## src/rtl/txd_pkg.sv

```systemverilog
package txd_pkg;

    typedef enum logic [2:0] {
        ST_IDLE,
        ST_RD0,
        ST_RD1,
        ST_SEND,
        ST_WAIT,
        ST_WB
    } walk_st_e;

    // Control word bit positions decoded by the walker
    localparam int W0_OWN  = 0;
    localparam int W0_WRAP = 1;
    localparam int W0_IRQ  = 2;
    localparam int W0_URUN = 15;

    // Forwarded option flags: frm_flags[i] = word0[FLAG_POS[i]]
    localparam int FLAG_W = 6;
    localparam int FLAG_POS [FLAG_W] = '{3, 5, 6, 8, 9, 14};

    // Register selects and control bits
    localparam logic SEL_CTRL = 1'b0;
    localparam logic SEL_PTR  = 1'b1;
    localparam int   CTRL_RUN = 0;
    localparam int   CTRL_IEN = 1;

    function automatic logic [FLAG_W-1:0] pick_flags(input logic [31:0] w0);
        logic [FLAG_W-1:0] f;
        for (int i = 0; i < FLAG_W; i++) begin
            f[i] = w0[FLAG_POS[i]];
        end
        return f;
    endfunction

endpackage

```

## src/rtl/txd_regs.sv

```systemverilog
module txd_regs
    import txd_pkg::*;
#(
    parameter int TABLE_BYTES = 1024,
    parameter int DESC_BYTES  = 8
) (
    input  logic        clk,
    input  logic        rst_n,
    input  logic        wr_en,
    input  logic        sel,
    input  logic [31:0] wdata,
    output logic [31:0] rdata,
    input  logic        advance,
    input  logic        adv_wrap,
    input  logic        clr_run,
    input  logic        busy,
    output logic        run,
    output logic        irq_en,
    output logic [31:0] desc_addr
);
    localparam int OFS_LSB  = $clog2(DESC_BYTES);
    localparam int BASE_LSB = $clog2(TABLE_BYTES);
    localparam int IDX_W    = BASE_LSB - OFS_LSB;
    localparam int BASE_W   = 32 - BASE_LSB;

    typedef struct packed {
        logic              run;
        logic              ien;
        logic [BASE_W-1:0] base;
        logic [IDX_W-1:0]  idx;
    } regs_t;

    regs_t regs_d, regs_q;
    logic  sw_start;
    logic  unused_wbits;

    assign unused_wbits = ^wdata[OFS_LSB-1:0];
    assign sw_start     = wr_en && (sel == SEL_CTRL) && wdata[CTRL_RUN];

    always_comb begin
        regs_d = regs_q;
        if (advance) begin
            regs_d.idx = adv_wrap ? '0 : regs_q.idx + 1'b1;
        end
        if (clr_run) begin
            regs_d.run = 1'b0;
        end
        if (wr_en) begin
            if (sel == SEL_CTRL) begin
                if (wdata[CTRL_RUN]) begin
                    regs_d.run = 1'b1;
                end
                regs_d.ien = wdata[CTRL_IEN];
            end else if (!regs_q.run && !busy) begin
                regs_d.base = wdata[31:BASE_LSB];
                regs_d.idx  = wdata[BASE_LSB-1:OFS_LSB];
            end
        end
    end

    always_ff @(posedge clk) begin
        if (!rst_n) begin
            regs_q <= '0;
        end else begin
            regs_q <= regs_d;
        end
    end

    assign desc_addr = {regs_q.base, regs_q.idx, {OFS_LSB{1'b0}}};
    assign rdata     = (sel == SEL_PTR) ? desc_addr
                                        : {{30{1'b0}}, regs_q.ien, regs_q.run};
    assign run       = regs_q.run;
    assign irq_en    = regs_q.ien;

    AST_PTR_LOCKED: assert property (@(posedge clk) disable iff (!rst_n)
        (regs_q.run || busy) && !advance |=> $stable(desc_addr));
    AST_IDX_STEP: assert property (@(posedge clk) disable iff (!rst_n)
        advance && !adv_wrap |=> regs_q.idx == IDX_W'($past(regs_q.idx) + 1'b1));
    AST_WRAP_ZERO: assert property (@(posedge clk) disable iff (!rst_n)
        advance && adv_wrap |=> regs_q.idx == '0);
    AST_STOP_CLEARS_RUN: assert property (@(posedge clk) disable iff (!rst_n)
        clr_run && !sw_start |=> !regs_q.run);

endmodule

```

## src/rtl/txd_walker.sv

```systemverilog
module txd_walker
    import txd_pkg::*;
(
    input  logic              clk,
    input  logic              rst_n,
    input  logic              run,
    input  logic              irq_en,
    input  logic [31:0]       desc_addr,
    output logic              mem_req,
    output logic              mem_we,
    output logic [31:0]       mem_addr,
    output logic [31:0]       mem_wdata,
    input  logic              mem_ack,
    input  logic [31:0]       mem_rdata,
    output logic              frm_valid,
    input  logic              frm_ready,
    output logic [31:0]       frm_addr,
    output logic [FLAG_W-1:0] frm_flags,
    input  logic              frm_done,
    input  logic              frm_underrun,
    output logic              irq,
    output logic              advance,
    output logic              adv_wrap,
    output logic              clr_run,
    output logic              busy
);
    typedef struct packed {
        walk_st_e    st;
        logic [31:0] w0;
        logic [29:0] buf_w;
        logic        urun;
        logic        irq;
    } walk_t;

    walk_t walk_d, walk_q;
    logic  wb_done;

    assign wb_done = (walk_q.st == ST_WB) && mem_ack;

    always_comb begin
        walk_d     = walk_q;
        walk_d.irq = 1'b0;
        unique case (walk_q.st)
            ST_IDLE: begin
                if (run) walk_d.st = ST_RD0;
            end
            ST_RD0: begin
                if (mem_ack) begin
                    walk_d.w0 = mem_rdata;
                    walk_d.st = mem_rdata[W0_OWN] ? ST_RD1 : ST_IDLE;
                end
            end
            ST_RD1: begin
                if (mem_ack) begin
                    walk_d.buf_w = mem_rdata[31:2];
                    walk_d.st    = ST_SEND;
                end
            end
            ST_SEND: begin
                if (frm_ready) walk_d.st = ST_WAIT;
            end
            ST_WAIT: begin
                if (frm_done) begin
                    walk_d.urun = frm_underrun;
                    walk_d.st   = ST_WB;
                end
            end
            ST_WB: begin
                if (mem_ack) begin
                    walk_d.irq = walk_q.w0[W0_IRQ] && irq_en;
                    walk_d.st  = ST_IDLE;
                end
            end
            default: walk_d.st = ST_IDLE;
        endcase
    end

    always_ff @(posedge clk) begin
        if (!rst_n) begin
            walk_q <= '0;
        end else begin
            walk_q <= walk_d;
        end
    end

    always_comb begin
        mem_wdata         = walk_q.w0;
        mem_wdata[W0_OWN] = 1'b0;
        mem_wdata[W0_URUN] = walk_q.urun;
    end

    assign mem_req   = (walk_q.st == ST_RD0) || (walk_q.st == ST_RD1) || (walk_q.st == ST_WB);
    assign mem_we    = (walk_q.st == ST_WB);
    assign mem_addr  = (walk_q.st == ST_RD1) ? (desc_addr | 32'h4) : desc_addr;
    assign frm_valid = (walk_q.st == ST_SEND);
    assign frm_addr  = {walk_q.buf_w, 2'b00};
    assign frm_flags = pick_flags(walk_q.w0);
    assign irq       = walk_q.irq;
    assign advance   = wb_done;
    assign adv_wrap  = walk_q.w0[W0_WRAP];
    assign clr_run   = (walk_q.st == ST_RD0) && mem_ack && !mem_rdata[W0_OWN];
    assign busy      = (walk_q.st != ST_IDLE);

    AST_IRQ_SINGLE: assert property (@(posedge clk) disable iff (!rst_n)
        irq |=> !irq);
    AST_MEM_HOLD: assert property (@(posedge clk) disable iff (!rst_n)
        mem_req && !mem_ack |=> mem_req && $stable(mem_addr) && $stable(mem_we));
    AST_FRM_HOLD: assert property (@(posedge clk) disable iff (!rst_n)
        frm_valid && !frm_ready |=> frm_valid && $stable(frm_addr) && $stable(frm_flags));
    AST_NO_FETCH_STOPPED: assert property (@(posedge clk) disable iff (!rst_n)
        !run && !busy |=> !mem_req);

endmodule

```

## src/rtl/txdesc_ring_engine.sv

```systemverilog
module txdesc_ring_engine
    import txd_pkg::*;
#(
    parameter int TABLE_BYTES = 1024,
    parameter int DESC_BYTES  = 8
) (
    input  logic        clk,
    input  logic        rst_n,
    input  logic        reg_wr,
    input  logic        reg_sel,
    input  logic [31:0] reg_wdata,
    output logic [31:0] reg_rdata,
    output logic        mem_req,
    output logic        mem_we,
    output logic [31:0] mem_addr,
    output logic [31:0] mem_wdata,
    input  logic        mem_ack,
    input  logic [31:0] mem_rdata,
    output logic        frm_valid,
    input  logic        frm_ready,
    output logic [31:0] frm_addr,
    output logic [5:0]  frm_flags,
    input  logic        frm_done,
    input  logic        frm_underrun,
    output logic        irq
);
    logic        run, irq_en, advance, adv_wrap, clr_run, busy;
    logic [31:0] desc_addr;

    txd_regs #(
        .TABLE_BYTES(TABLE_BYTES),
        .DESC_BYTES (DESC_BYTES)
    ) u_regs (
        .clk      (clk),
        .rst_n    (rst_n),
        .wr_en    (reg_wr),
        .sel      (reg_sel),
        .wdata    (reg_wdata),
        .rdata    (reg_rdata),
        .advance  (advance),
        .adv_wrap (adv_wrap),
        .clr_run  (clr_run),
        .busy     (busy),
        .run      (run),
        .irq_en   (irq_en),
        .desc_addr(desc_addr)
    );

    txd_walker u_walker (
        .clk         (clk),
        .rst_n       (rst_n),
        .run         (run),
        .irq_en      (irq_en),
        .desc_addr   (desc_addr),
        .mem_req     (mem_req),
        .mem_we      (mem_we),
        .mem_addr    (mem_addr),
        .mem_wdata   (mem_wdata),
        .mem_ack     (mem_ack),
        .mem_rdata   (mem_rdata),
        .frm_valid   (frm_valid),
        .frm_ready   (frm_ready),
        .frm_addr    (frm_addr),
        .frm_flags   (frm_flags),
        .frm_done    (frm_done),
        .frm_underrun(frm_underrun),
        .irq         (irq),
        .advance     (advance),
        .adv_wrap    (adv_wrap),
        .clr_run     (clr_run),
        .busy        (busy)
    );

endmodule

```

## config.mk

```make
export PLATFORM = sky130hd
export DESIGN_NAME = txdesc_ring_engine
export DESIGN_NICKNAME = d
export VERILOG_FILES = /design/src/rtl/txd_pkg.sv /design/src/rtl/txd_regs.sv /design/src/rtl/txd_walker.sv /design/src/rtl/txdesc_ring_engine.sv
export SDC_FILE = /design/constraint.sdc
export NUM_CORES = 1
export LEC_CHECK = 0
export BUFFER_PORTS_ARGS = -buffer_cell sky130_fd_sc_hd__buf_2
export CAP_MARGIN = 20
export CORE_MARGIN = 8
export CORE_UTILIZATION = 47
export CTS_CLUSTER_DIAMETER = 80
export DETAILED_ROUTE_END_ITERATION = 7
export GPL_ROUTABILITY_DRIVEN = 0
export PLACE_DENSITY = 0.78
export SYNTH_ARGS = -nofsm -noshare
export SYNTH_HDL_FRONTEND = slang
export SYNTH_SLANG_ARGS = --single-unit
export TNS_END_PERCENT = 10
```

## constraint.sdc

```tcl
create_clock -name clk -period 1.9 [get_ports clk]
set_clock_uncertainty 0.15 [all_clocks]
set_input_delay 0.38 -clock clk [delete_from_list [all_inputs] [get_ports clk]]
set_output_delay 0.38 -clock clk [all_outputs]
set_load 0.03 [all_outputs]
```

# Yosys cells after proc, flatten, opt, wreduce, memory -nomap -nowiden
# Index checks and enable logic that the tools add are counted.
totals:
  regBits: 98
  out_inout_bits: 138
  in_bits: 72
op_classes:
  n_mux: 18
  n_eq_ne: 11
  n_reduce_logical: 19
  bitwise_logic: 1
  addsub: 1
ops:
  columns: ["operator", "count"]
  rows:
  - ["$mux W29", 2]
  - ["$mux W35", 1]
  - ["$mux W32", 1]
  - ["$mux W31", 1]
  - ["$mux W3", 6]
  - ["$pmux W3 S6", 1]
  - ["$mux W7", 2]
  - ["$ne A2 B2 Y1 const B", 4]
  - ["$reduce_and A2 Y1", 4]
  - ["$add A7 B1 Y7 const B", 1]
  - ["$eq A3 B2 Y1 const B", 2]
  - ["$eq A3 B3 Y1 const B", 2]
  - ["$reduce_and A3 Y1", 2]
  - ["$reduce_and A6 Y1", 1]
  - ["$logic_and A1 B1 Y1", 5]
  - ["$mux W2", 2]
  - ["$ne A2 B1 Y1 const B", 2]
  - ["$eq A3 B1 Y1 const B", 1]
  - ["$logic_not A1 Y1", 3]
  - ["$logic_not A3 Y1", 1]
  - ["$reduce_bool A3 Y1", 1]
  - ["$logic_or A1 B1 Y1", 2]
  - ["$mux W1", 2]
  - ["$not A1 Y1", 1]

# Longest topological paths before layout
depth:
  ltp_word: 7
  mapped_depth: 7
  mapped_depth_nobuf: 5

# Hierarchy
# A second synthesis with hierarchy kept.
hier_totals:
  cells_unflattened: 599
  area_unflattened_um2: 4707.0
modules_own_cells:
  columns: ["module", "cells_each", "seq_area_each_um2", "n_inst", "area_per_inst_um2"]
  rows:
  - ["txd_walker", 404, 1301.2, 1, 3174.3]
  - ["txd_regs", 195, 620.6, 1, 1532.7]

# Least setup slack after synthesis
# Ideal clock, no wire load.
synth_path:
  path_type: "flip-flop to output port"
  startpoint: "reg u_walker.walk_q[65] (netlist bit)"
  endpoint: "out mem_req"
  path_buffers: 1
  path_stages_with_launch: 4
  t_arrival_ns: 1.152
  setup_slack_ns: 0.218
  path_cell_list: "dfxtp_1 buf_6 nor3b_4 or2_2"
synth_between:
  elab_chain_cells: 3
synth_lines:
  columns: ["element", "line_no", "rtl"]
  rows:
  - ["from (decl)", "txd_walker.sv:35", "walk_t walk_d, walk_q;"]
  - ["from (signal assigned)", "txd_walker.sv:82", "walk_q <= walk_d;"]
  - ["$eq A3 B1 Y1 / $eq A3 B2 Y1 (equally long branches)", "txd_walker.sv:92", "assign mem_req = (walk_q.st == ST_RD0) || (walk_q.st == ST_RD1) || (walk_q.st == ST_WB);"]
  - ["$logic_or A1 B1 Y1", "txd_walker.sv:92", null]
  - ["$logic_or A1 B1 Y1 *", "txd_walker.sv:92", null]
  - ["to (decl)", "txdesc_ring_engine.sv:13", "output logic mem_req,"]
# Every way passes the cells marked *; elsewhere a longest branch is shown, timed or not.

# Worst setup path in the final report
layout_path:
  startpoint: "reg u_walker.walk_q[66] (netlist bit)"
  endpoint: "out mem_req"
# Same word-level chain as after synthesis.

==> results by group <==
Outcome
  – Result of the run: finished clean

Global routing
  – Initial antenna violation count: 0
  – Vias in the first global route: 3897
  – Global-route congestion overflow total: 0
  – Pin count of the biggest net entering global routing: 50
  – First-pass GRT wire length: 19100 µm
  – Grt peak-use layer: met2
  – Overall track demand over capacity in global routing: 17.9%
  – GR Util met2: 31.6%
  – Met1 routing resource usage after global routing: 20.5%
  – Global routing usage on met3: 4.49%

Setup path
  – Critical path arrival: 1320 ps
  – Slowest stage cell, crit path: dfxtp_4
  – Required time worst endpoint: 1370 ps
  – Critical path class: reg -> out
  – Max FO, Critical Path: 9
  – Critical register-to-register path endpoint: u_regs.desc_addr[7]
  – Critical path, cell by cell: nor3b_4 > or2_4 > buf_6
  – Largest stage delay, worst path: 390 ps
  – Worst r2r src: u_walker.walk_q[64]
  – Type of origin of the critical path: flop
  – Cells on worst reg2reg path: 6
  – Endpoint kind of the worst setup timing path: output port
  – R2r setup slk: 170 ps

Min path
  – Origin of the worst min-delay path: reg_wdata[14]
  – Worst hold path cell count: 3
  – Kind of path behind the tightest hold check: in -> reg
  – Min-Delay Endpoint: u_regs.desc_addr[14]

Floorplanning
  – Starting density of the core: 48.6%
  – Die H: 114 µm
  – Horizontal extent of the die: 114 µm
  – Row count: 35
  – CORE AREA: 9240 µm²
  – Die Footprint: 12900 µm²
  – Number of top-level design ports: 210

Yosys
  – Syn. warnings: 0
  – EDFF count, synth: 0
  – Proportion of register bits with asynchronous set or reset after synthesis: 0%
  – Synthesized area per cell: 7.96 µm²
  – Post-Synthesis Cells: 564
  – Top FF cell, synth: dfxtp_1
  – Synthesized area: 4490 µm²
  – Sequential fraction of the synthesis area: 42.8%
  – Number of register bits inferred by synthesis: 96
  – Number of library cell types mapped by synthesis: 41

STA
  – # setup viols final: 0
  – Clock period minus worst slack: 1850 ps
  – Peak Freq: 541 MHz
  – Setup slack after layout: 51.8 ps
  – Setup total negative slack: 0 ps
  – Number of hold-slack violations in the final timing report: 0
  – Number of pins exceeding their max-slew limit in the final report: 0
  – RSZ-0062 raised after global routing: true
  – Final period utilization: 97.3%

Detailed routing
  – Number of routed nets with antenna violations: 0
  – Final wirelength: 12100 µm
  – Number of remaining DRC errors: 0
  – Avg WL per Cell: 14.6 µm
  – Post-detailed-route via-to-cell ratio: 4.77
  – First DRT Iteration DRCs: 226
  – Vias after detailed routing: 3943
  – Number of optimization iterations in the first detailed-route pass: 4

Cells and area
  – Fraction of final layout cells sized beyond drive strength 1: 36.0%
  – Diodes inserted: 0
  – Relative area change from synthesis to final layout: 18.3%
  – Post-Layout Inst Area: 5310 µm²
  – Number of nets in the layout: 767
  – Number of filler instances in the final layout: 868

Placement
  – Area after detailed placement: 5030 µm²
  – Number of I/O port buffers: 202
  – Worst slack at placement: 110 ps
  – HPWL after DPL: 9270 µm

CTS
  – CTS clk-pin slew, worst paths: 100 ps
  – Clk root buf: clkbuf_8
  – Clock latency on the worst-skew pair: 350 ps
  – # clock sinks: 96
  – TritonCTS clock tree: built
  – Clock H-tree levels: 3
  – Clock buffer count from CTS: 9
  – Maximum clock path buffer count: 2

Run
  – Max-cap violation count: 0

Power
  – Power density normalized to cell area: 1130 nW/µm²
  – Peak supply drop: 0.000579 V
  – Static leakage: 0.00247 µW
-- timing repair --
action | CTS | global route
buffers inserted | 4 | 3
pin swaps | 0 | 1
gates resized for setup | 8 | 3
setup endpoints to repair | 4 | 3
gates cloned | 0 | 0
hold buffers | 0 | 0
-- layout make-up --
cell class	count	area, µm²	area share [%]
inverters	3	11.3	0.212
well taps	129	161	3.04
clock inverters	5	81.3	1.53
flip-flops and latches	96	1930	36.4
multi-input cells	361	1770	33.3
clock buffers	10	128	2.40
repair buffers	223	1230	23.1
-- placed cells by master (no fill, tap or decap), types with 4 or more instances in the layout --
cell	Yosys	routed
buf_12	0	4
and2_1	31	31
nor2b_1	4	4
buf_2	5	200
o21ai_0	9	9
buf_4	76	18
clkbuf_8	4	9
nor4_1	4	4
a31oi_1	7	7
nor2_1	7	7
a21oi_1	81	81
conb_1	1	6
nand2_1	175	175
dfxtp_1	96	93
-- stage by stage --
stage / power, µW / std cells / utilization [%] / hold slack, ps
3_3_place_gp: 4470 / 805 / 54.4 / 288
5_1_grt: 6310 / 827 / 57.5 / 91.1
4_1_cts: 6040 / 824 / 57.2 / 88.1
3_5_place_dp: 4530 / 805 / 54.4 / 293
6_report: 5980 / 827 / 57.5 / 106
2_1_floorplan: 4130 / 569 / - / 280
-- sequential cells by signal, indices dropped and copies added (netlist names) --
| name | count |
|---|---|
| u_regs.desc_addr | 29 |
| u_regs.irq_en | 1 |
| u_regs.run | 1 |
| u_walker.adv_wrap | 1 |
| u_walker.frm_addr | 30 |
| u_walker.frm_flags | 6 |
| u_walker.irq | 1 |
| u_walker.mem_wdata | 24 |
| u_walker.walk_q | 3 |
-- cells in the mapped netlist (2+ instances only) --
library cell	instances	area share, %
buf_1	2	0.17
a211oi_1	3	0.50
nor2_1	7	0.59
nor3b_1	2	0.33
a21oi_2	3	0.59
and3b_1	2	0.39
o21ai_0	9	1.0
buf_8	2	0.67
a221oi_1	2	0.39
buf_6	6	1.5
dfxtp_1	96	43
inv_1	2	0.17
nor3_1	3	0.33
clkbuf_8	4	1.2
o21a_1	2	0.33
nor2b_1	4	0.56
and2_1	31	4.3
nand2_1	175	15
buf_4	76	13
a21oi_1	81	9.0
o221ai_1	2	0.39
nor4_1	4	0.56
a31oi_1	7	0.98
clkbuf_1	14	1.2
mux2i_1	3	0.67
nand3_1	3	0.33
buf_2	5	0.56
-- routing by layer --
| metal | wire length (µm) | part of all wire (%) | vias up |
|---|---|---|---|
| met1 | 5020 | 42 | 1793 |
| met2 | 6010 | 50 | 129 |
| met4 | 180 | 1.5 | 0 |
| met5 | 0 | 0 | - |
| li1 | - | - | 2007 |
| met3 | 861 | 7.1 | 14 |
-- worst max-delay path, delay by kind of cell (launching register included) --
kind / cells / cell delay (ps)
buf+inv: 1 / 130
simple gates: 2 / 470
flops: 1 / 390
-- cell families after synthesis --
group / share of synthesized area, %
buffers and inverters: 18.3
adders and majority gates: 0.279
and+or+nand+nor: 24.3
muxes: 0.919
AOI/OAI and AO/OA: 13.4
DFF: 42.8
other: 0.0835
-- where the power goes --
group / internal (µW) / switching [µW] / total (µW)
clock network: 738 / 679 / 1420
registers: 2260 / 185 / 2440
logic: 732 / 1380 / 2120
total: 3730 / 2250 / 5980
-- worst max path at each step --
stage | slack, ps | endpoint | from
2_1_floorplan | 220 | mem_req | u_walker.walk_q[65]
3_3_place_gp | 190 | u_walker.walk_q[65] | u_walker.walk_q[66]
3_5_place_dp | 110 | u_walker.walk_q[65] | u_walker.walk_q[66]
4_1_cts | 6 | mem_req | u_walker.walk_q[66]
5_1_grt | -20 | mem_req | u_walker.walk_q[66]
6_report | 50 | mem_req | u_walker.walk_q[66]
(Power assumes the default switching activity.)
